===== config.mk =====
export PLATFORM = sky130hd
export DESIGN_NAME = evt_timer_unit
export DESIGN_NICKNAME = d
export VERILOG_FILES = /design/src/rtl/tmr_pkg.sv /design/src/rtl/tmr_counter.sv /design/src/rtl/tmr_channel.sv /design/src/rtl/evt_timer_unit.sv
export SDC_FILE = /design/constraint.sdc
export NUM_CORES = 1
export LEC_CHECK = 0
export ABC_AREA = 1
export BUFFER_PORTS_ARGS = -buffer_cell sky130_fd_sc_hd__buf_2
export CAP_MARGIN = 20
export CORE_ASPECT_RATIO = 1.2
export CORE_UTILIZATION = 55
export DETAILED_ROUTE_END_ITERATION = 12
export PLACE_DENSITY = 0.72
export SLEW_MARGIN = 40
export SYNTH_ARGS = -nofsm -noshare
export SYNTH_HDL_FRONTEND = slang
export SYNTH_SLANG_ARGS = --single-unit

===== constraint.sdc =====
create_clock -name clk -period 3.25 [get_ports clk]
set_clock_uncertainty 0.2 [all_clocks]
set_input_delay 0.1625 -clock clk [delete_from_list [all_inputs] [get_ports clk]]
set_output_delay 0.1625 -clock clk [all_outputs]
set_load 0.005 [all_outputs]

===== src/rtl/tmr_pkg.sv =====
package tmr_pkg;

    localparam int DATA_W = 32;
    localparam int ADDR_W = 5;

    localparam logic [ADDR_W-1:0] OFS_CTRL   = 5'h00;
    localparam logic [ADDR_W-1:0] OFS_STAT   = 5'h04;
    localparam logic [ADDR_W-1:0] OFS_CNT_LO = 5'h08;
    localparam logic [ADDR_W-1:0] OFS_CNT_HI = 5'h0C;
    localparam logic [ADDR_W-1:0] OFS_SETUP  = 5'h10;
    localparam logic [ADDR_W-1:0] OFS_CMP_LO = 5'h14;
    localparam logic [ADDR_W-1:0] OFS_CMP_HI = 5'h18;

    localparam int SETUP_W = 5;

    typedef struct packed {
        logic wide_off;   // bit 4: 32-bit mode
        logic arm;        // bit 3: next comparator write loads match
        logic repeat_on;  // bit 2: periodic
        logic enable;     // bit 1: channel enable
        logic level;      // bit 0: level-triggered interrupt
    } setup_t;

    typedef enum logic [1:0] {
        CH_IDLE   = 2'd0,
        CH_ONCE   = 2'd1,
        CH_SPENT  = 2'd2,
        CH_REPEAT = 2'd3
    } ch_state_t;

endpackage


===== src/rtl/tmr_counter.sv =====
module tmr_counter #(
    parameter int HALF_W = 32
) (
    input  logic                clk,
    input  logic                rst_n,
    input  logic                run,
    input  logic                load_lo,
    input  logic                load_hi,
    input  logic [HALF_W-1:0]   load_val,
    output logic [2*HALF_W-1:0] value
);
    localparam int FULL_W = 2 * HALF_W;

    logic [FULL_W-1:0] cnt_q;

    always_ff @(posedge clk or negedge rst_n) begin
        if (!rst_n) begin
            cnt_q <= '0;
        end else if (run) begin
            cnt_q <= cnt_q + {{(FULL_W-1){1'b0}}, 1'b1};
        end else if (load_lo) begin
            cnt_q[HALF_W-1:0] <= load_val;
        end else if (load_hi) begin
            cnt_q[FULL_W-1:HALF_W] <= load_val;
        end
    end

    assign value = cnt_q;

endmodule


===== src/rtl/tmr_channel.sv =====
module tmr_channel
    import tmr_pkg::*;
#(
    parameter int HALF_W = 32
) (
    input  logic                clk,
    input  logic                rst_n,
    input  logic                setup_wr,
    input  logic                cmp_lo_wr,
    input  logic                cmp_hi_wr,
    input  logic [HALF_W-1:0]   wdata,
    input  logic                stat_clr,
    input  logic                cnt_run,
    input  logic [2*HALF_W-1:0] count,
    output setup_t              setup_q,
    output logic [2*HALF_W-1:0] match_q,
    output logic                status_q,
    output logic                irq
);
    localparam int FULL_W = 2 * HALF_W;

    ch_state_t         state_q, state_d;
    logic [FULL_W-1:0] period_q;
    logic              pulse_q;
    logic              hit;
    logic              equal;
    logic              match_load;
    logic              waiting;

    assign match_load = (cmp_lo_wr | cmp_hi_wr) & setup_q.arm;
    assign equal   = setup_q.wide_off ? (count[HALF_W-1:0] == match_q[HALF_W-1:0])
                                      : (count == match_q);
    assign waiting = (state_q == CH_ONCE) || (state_q == CH_REPEAT);
    assign hit     = waiting && cnt_run && equal;

    // state register
    always_ff @(posedge clk or negedge rst_n) begin
        if (!rst_n) begin
            state_q <= CH_IDLE;
        end else begin
            state_q <= state_d;
        end
    end

    // transitions
    always_comb begin
        state_d = state_q;
        unique case (state_q)
            CH_IDLE: begin
                if (setup_q.enable) begin
                    state_d = setup_q.repeat_on ? CH_REPEAT : CH_ONCE;
                end
            end
            CH_ONCE: begin
                if (!setup_q.enable)        state_d = CH_IDLE;
                else if (setup_q.repeat_on) state_d = CH_REPEAT;
                else if (hit)               state_d = CH_SPENT;
            end
            CH_SPENT: begin
                if (!setup_q.enable)        state_d = CH_IDLE;
                else if (setup_q.repeat_on) state_d = CH_REPEAT;
                else if (match_load)        state_d = CH_ONCE;
            end
            CH_REPEAT: begin
                if (!setup_q.enable)         state_d = CH_IDLE;
                else if (!setup_q.repeat_on) state_d = CH_ONCE;
            end
            default: state_d = CH_IDLE;
        endcase
    end

    // outputs and channel registers
    always_ff @(posedge clk or negedge rst_n) begin
        if (!rst_n) begin
            setup_q  <= '0;
            match_q  <= '0;
            period_q <= '0;
            pulse_q  <= 1'b0;
            status_q <= 1'b0;
        end else begin
            pulse_q  <= hit;
            status_q <= hit | (status_q & ~stat_clr);

            if (setup_wr) begin
                setup_q <= setup_t'(wdata[SETUP_W-1:0]);
            end else if (cmp_lo_wr && setup_q.arm) begin
                setup_q.arm <= 1'b0;
            end

            if (cmp_lo_wr) begin
                if (setup_q.arm) match_q[HALF_W-1:0]  <= wdata;
                else             period_q[HALF_W-1:0] <= wdata;
            end else if (cmp_hi_wr) begin
                if (setup_q.arm) match_q[FULL_W-1:HALF_W]  <= wdata;
                else             period_q[FULL_W-1:HALF_W] <= wdata;
            end else if (hit && state_q == CH_REPEAT) begin
                if (setup_q.wide_off) begin
                    match_q <= {{HALF_W{1'b0}},
                                match_q[HALF_W-1:0] + period_q[HALF_W-1:0]};
                end else begin
                    match_q <= match_q + period_q;
                end
            end
        end
    end

    assign irq = setup_q.level ? status_q : pulse_q;

endmodule


===== src/rtl/evt_timer_unit.sv =====
module evt_timer_unit
    import tmr_pkg::*;
(
    input  logic              clk,
    input  logic              rst_n,
    input  logic [ADDR_W-1:0] addr,
    input  logic              wr_en,
    input  logic [DATA_W-1:0] wr_data,
    input  logic              rd_en,
    output logic [DATA_W-1:0] rd_data,
    output logic              irq
);
    localparam int FULL_W = 2 * DATA_W;

    logic              run_q;
    logic [FULL_W-1:0] cnt_val;
    setup_t            setup_q;
    logic [FULL_W-1:0] match_val;
    logic              status_q;

    logic wr_ctrl, wr_stat, wr_cnt_lo, wr_cnt_hi, wr_setup, wr_cmp_lo, wr_cmp_hi;
    logic stat_clr;

    assign wr_ctrl   = wr_en && (addr == OFS_CTRL);
    assign wr_stat   = wr_en && (addr == OFS_STAT);
    assign wr_cnt_lo = wr_en && (addr == OFS_CNT_LO);
    assign wr_cnt_hi = wr_en && (addr == OFS_CNT_HI);
    assign wr_setup  = wr_en && (addr == OFS_SETUP);
    assign wr_cmp_lo = wr_en && (addr == OFS_CMP_LO);
    assign wr_cmp_hi = wr_en && (addr == OFS_CMP_HI);
    assign stat_clr  = wr_stat && wr_data[0];

    always_ff @(posedge clk or negedge rst_n) begin
        if (!rst_n) begin
            run_q <= 1'b0;
        end else if (wr_ctrl) begin
            run_q <= wr_data[0];
        end
    end

    tmr_counter #(.HALF_W(DATA_W)) u_cnt (
        .clk      (clk),
        .rst_n    (rst_n),
        .run      (run_q),
        .load_lo  (wr_cnt_lo),
        .load_hi  (wr_cnt_hi),
        .load_val (wr_data),
        .value    (cnt_val)
    );

    tmr_channel #(.HALF_W(DATA_W)) u_ch (
        .clk       (clk),
        .rst_n     (rst_n),
        .setup_wr  (wr_setup),
        .cmp_lo_wr (wr_cmp_lo),
        .cmp_hi_wr (wr_cmp_hi),
        .wdata     (wr_data),
        .stat_clr  (stat_clr),
        .cnt_run   (run_q),
        .count     (cnt_val),
        .setup_q   (setup_q),
        .match_q   (match_val),
        .status_q  (status_q),
        .irq       (irq)
    );

    always_comb begin
        rd_data = '0;
        if (rd_en) begin
            unique case (addr)
                OFS_CTRL:   rd_data = {{(DATA_W-1){1'b0}}, run_q};
                OFS_STAT:   rd_data = {{(DATA_W-1){1'b0}}, status_q};
                OFS_CNT_LO: rd_data = cnt_val[DATA_W-1:0];
                OFS_CNT_HI: rd_data = cnt_val[FULL_W-1:DATA_W];
                OFS_SETUP:  rd_data = {{(DATA_W-SETUP_W){1'b0}}, setup_q};
                OFS_CMP_LO: rd_data = match_val[DATA_W-1:0];
                OFS_CMP_HI: rd_data = match_val[FULL_W-1:DATA_W];
                default:    rd_data = '0;
            endcase
        end
    end

endmodule


Yosys cells after proc, flatten, opt, wreduce, memory -nomap -nowiden
Cells that the tools add are included.
Word-level totals
  memories kept: 0
  bits in registers: 202
  bits of input ports: 41
  memory bits (read-only): 0
  RAM bits: 0
  output and inout port bits: 33
  bits in latches: 0
Operators by class
  $mul: 0
  equal/unequal tests: 19
  multiplexer cells: 27
  shift-type cells: 0
  reduce and logical (&&, ||, !) cells: 26
  bitwise logic cells: 7
  magnitude comparators: 0
  divide/modulo/power cells: 0
  $add $sub $neg: 3
Operator list (count)
  two-way mux 32 bit: 8
  one-hot mux 32 bit (7 select lines): 1
  two-way mux 64 bit: 3
  adder 64 x 1 -> 64 bit (second input constant): 1
  adder 64 bit: 1
  equality test 64 bit: 1
  adder 32 bit: 1
  equality test 32 bit: 1
  two-way mux 2 bit: 10
  equality test 5 bit (second input constant): 3
  logical AND 1 bit: 12
  equality test 5 x 4 -> 1 bit (second input constant): 2
  nonzero test 2 bit: 5
  AND reduction 3 bit: 3
  != test 4 x 3 -> 1 bit (second input constant): 2
  one-hot mux 2 bit (4 select lines): 1
  != test 2 bit (second input constant): 3
  equality test 5 x 3 -> 1 bit (second input constant): 1
  logical NOT 5 bit: 1
  equality test 2 bit (second input constant): 2
  two-way mux 1 bit: 4
  != test 2 x 1 -> 1 bit (second input constant): 2
  AND reduction 2 bit: 2
  AND reduction 4 bit: 1
  other kinds (7): 11

Depth between registers and ports, before layout
  word-level depth: 8
  mapped depth: 17

Cells and area by module
From an unflattened synthesis, not the netlist that was laid out.
Unflattened totals
  cells, all modules: 3330
  area total of the unflattened synthesis: 18963.2 µm²
Modules (own cells, without submodules)
  tmr_channel: times used 1, sequential area each 3428.3 µm², area each 12789.8 µm², cells each 2235
  tmr_counter: times used 1, sequential area each 1601.5 µm², area each 4829.6 µm², cells each 781
  evt_timer_unit: times used 1, sequential area each 25.0 µm², area each 1343.8 µm², cells each 314

Worst setup path before layout
No wires, ideal clock.
  kind: flip-flop to flip-flop
  from: reg u_ch.match_q[0]
  to: reg u_ch.match_q[36]
  stages on the path, launching flop included: 18
  data arrival time: 1.951 ns
  setup time: 0.116 ns
  period minus slack after synthesis: 2.267 ns
  slack: 0.983 ns
  cell sequence: dfrtp_1 > ha_1 > inv_1 > fa_1 > inv_1 > nand3_1 > nand2_1 > nand3_1 > nand3b_1 > nand2_1 > nand2_1 > nand2_1 > nand2_1 > nand2_1 > nand3_1 > nand2_1 > nand2_1 > nand2_1
On the way
  cells in the longest elaborated chain, start to end: 6
  elaborated cells between the ends (all ways): 11
  classes of those cells: add/sub: 1; eq/ne: 2; mux: 4; reduce/logical: 4
RTL lines
  start: declaration: line tmr_channel.sv:16  | output logic [2*HALF_W-1:0] match_q,
  start signal: indexed assignment: line tmr_channel.sv:91  | if (setup_q.arm) match_q[HALF_W-1:0] <= wdata;
  start signal: indexed assignment: line tmr_channel.sv:94  | if (setup_q.arm) match_q[FULL_W-1:HALF_W] <= wdata;
  start signal: assignment: line tmr_channel.sv:98  | match_q <= {{HALF_W{1'b0}},
  parallel branches: the longest is 6 deep, another holds adder 64 bit
Parallel ways; which one is timed is not known. The select of a mux whose other input is x is not followed.
A chain may end at the register's enable or synchronous reset.

Worst setup path in the final report
  from: reg u_ch.match_q[1]
  to: reg u_ch.match_q[38]
The elaborated chain is that of the path after synthesis.

==> metrics.csv <==
metric;value;unit
outcome;finished, final reports clean;
final_period_minus_worst_setup_slack;3.15;ns
layout.filler_cells;3073;
final_max_slew_viol_count;0;
layout-drive-gt1-share;0.0783;
maximum_operating_frequency;317;MHz
cts_root_buf;clkbuf_16;
power_density;649;mW/mm²
grt_antenna_before_repair;3;
post-route-worst-setup-slack;0.0966;ns
globalRouteOverflowTotal;0;
synth_top_cells_by_count;nand2_1, inv_1, nor2_1, dfrtp_1, o21ai_0;
setup_violations;0;
clock_tree_from_tritoncts;done;
synth_top_area_cell;dfrtp_1;
insertion_delay;0.58;ns
area_delta_synth_final;13.5;%
standard_cell_rows;72;
final_cells;3651;
hold_viol;0;
synth_largest_type_area_fraction;0.275;
dp_worst_setup_slack;0.221;ns
worst_rel_slew_slack;0.524;
arrival_worst_endpoint;3.47;ns
clock_path_buffers;3;
gp_congestion;1.14;
total_negative_setup_slack;0;ns
postSynth.asyncResetShare;1.00;
floorplan.io_pins;74;
vdd_drop_max;535;µV
postRouteWirelength;87300;µm
antenna_left;0;
port_buffers;73;
hold_path.class;primary input to asynchronous set/reset pin;
initial_utilization;0.565;
core_region_area;0.0325;mm²
vias_per_cell;6.09;
cts-buffers-inserted;25;
netlist_instances;3074;
tightestPinTransition;0.713;ns
synth-main-ff-cell;dfrtp_1;
dr.first_iter.drc_count;2819;
clk_pin_slew_worst_paths;0.07;ns
max-cap-violations;0;
synth.yosys.seq_area_share;0.275;
die_ar;0.0341;mm²
class_of_the_most_critical_setup_path;register to register;
number_of_enable_flip_flop_cells_after_synthesis;0;
syn-mean-instance-area;5.98;µm²
detail_route.wl_per_cell;23.9;µm
clock_sink_count;202;
grt_first_pass_wirelength;129000;µm
cts_htree_levels;1;
post_synth_instance_area;0.0184;mm²
critical_path.max_fanout;5;
synthesis.yosys.warnings;0;
post_cts_setup_bufs;0;
grtUsageTotal;0.514;
first_pass_iters;8;
drc_errors;0;
synthDistinctLibCells;45;
fp.dieH;202;µm
setup.worst_path.end_class;register;
ys_seq_elements;202;
ys_top_cells_by_area;dfrtp_1, nand2_1, inv_1, nor2_1, o21ai_0;
syn-num-nets;3180;
synth_most_common_cell;nand2_1;
part_of_the_cycle_the_worst_path_needs;0.970;
grt_pass1_vias;21500;
detailroute.via_count;22200;
required_time_of_the_critical_path;3.57;ns
fp.dieW;169;µm
cp-start-kind;register;
numPlacedInstances;3564;
layout.nets;3292;
layout.core_utilization;0.641;
unrepaired_setup_endpoints_after_global_routing;false;
power.static_leakage;11.2;nW
grt_max_degree;64;
hpwl;67500;µm
## critical path: stages (launching register included)
cell,delay [ns]
dfrtp_1,0.37
inv_1,0.21
fa_1,0.50
inv_1,0.11
nand3_1,0.08
nand2_1,0.19
nand2_1,0.07
nand2_1,0.13
nand2_1,0.07
nand3_1,0.39
nand2_1,0.25
nand3_1,0.14
nand2_1,0.07
o21ai_0,0.19
nand2_1,0.07
nand2_1,0.05
## timing repair
| item | CTS | global route |
|---|---|---|
| gates resized for setup | 0 | 5 |
| hold buffers | 39 | 0 |
| hold endpoints to repair | 382 | 0 |
| endpoints found under the setup margin | 0 | 4 |
## layer usage
metal	wire length [µm]	global-route usage
met4	9910	0.459
met1	28400	0.567
met5	14	0
met3	11800	0.161
met2	37100	0.796
## power by group
| part | internal [mW] | switching [mW] |
|---|---|---|
| sequential | 3.07 | 0.983 |
| combinational | 1.89 | 4.14 |
| clock | 2.13 | 1.32 |
| total | 7.10 | 6.45 |
## cells by family (layout without fill, tap and decap cells)
family                     count (synthesis)  count (layout)  share of synthesized area
muxes                                      1               1                   0.000613
AOI/OAI and AO/OA                        423             423                      0.134
and+or+nand+nor                         1687            1687                      0.379
xor gates and xnor gates                  75              75                     0.0358
adders and majority gates                 65              65                     0.0447
DFF                                      202             202                      0.275
buffers and inverters                    621             752                      0.131
other                                      0               2                          0
## cells in the final DEF, fill, tap and decap left out, types with 27 or more instances in the layout
master         Yosys  routed
nor2_1           245     243
nor3_1            39      38
a21oi_1           95      95
a221oi_1          28      27
dfrtp_1          202     201
buf_2             23      72
nand3_1          153     153
dlygate4sd3_1      0      38
nand2_1         1138    1133
o22ai_1           41      41
o211ai_1          39      39
ha_1              64      64
inv_1            521     521
nand4_1           41      41
xor2_1            44      44
o21ai_0          172     171
xnor2_1           31      31
buf_4              6      55
## sequential cells by signal, indices dropped and copies added, names as in the netlist
signal / flops
run_q: 1
u_ch.match_q: 64
u_ch.period_q: 64
u_ch.pulse_q: 1
u_ch.setup_q: 5
u_ch.state_q: 2
u_ch.status_q: 1
u_cnt.value: 64
## final cells by class
cell class,count,area (µm²),share of cell area
clock buffers,29,671,0.0322
inverters,533,2010,0.0962
diodes,2,5.00,0.000240
repair buffers,173,1320,0.0631
multi-input cells,2251,10900,0.524
clock inverters,17,312,0.0149
well taps,444,556,0.0266
flip-flops and latches,202,5060,0.242
## worst paths after layout
kind | from | to | slack (ns) | cells past startpoint
worst max-delay path | u_ch.match_q[1] | u_ch.match_q[38] | 0.1 | 15
worst min-delay path | rst_n | u_ch.setup_q[0] | 0.04 | 3
worst max register to register | u_ch.match_q[1] | u_ch.match_q[38] | 0.1 | 15
worst min register to register | u_ch.period_q[17] | u_ch.period_q[17] | 0.30 | 2
max in group asynchronous | rst_n | u_ch.period_q[55] | 2.25 | 3
min in group clk | addr[2] | u_cnt.value[39] | 0.08 | 6
## metrics by stage
step	cell area (µm²)	hold WS (ns)	power [mW]
finish	20900	0.0366	13.5
global route	20800	0.0716	14.1
CTS	20800	0.0402	13.1
detailed placement	19400	-0.0312	9.64
global placement	19400	-0.0410	9.50
floorplan	18400	-0.333	7.55
Note: power is estimated with default switching activity, not from simulation.
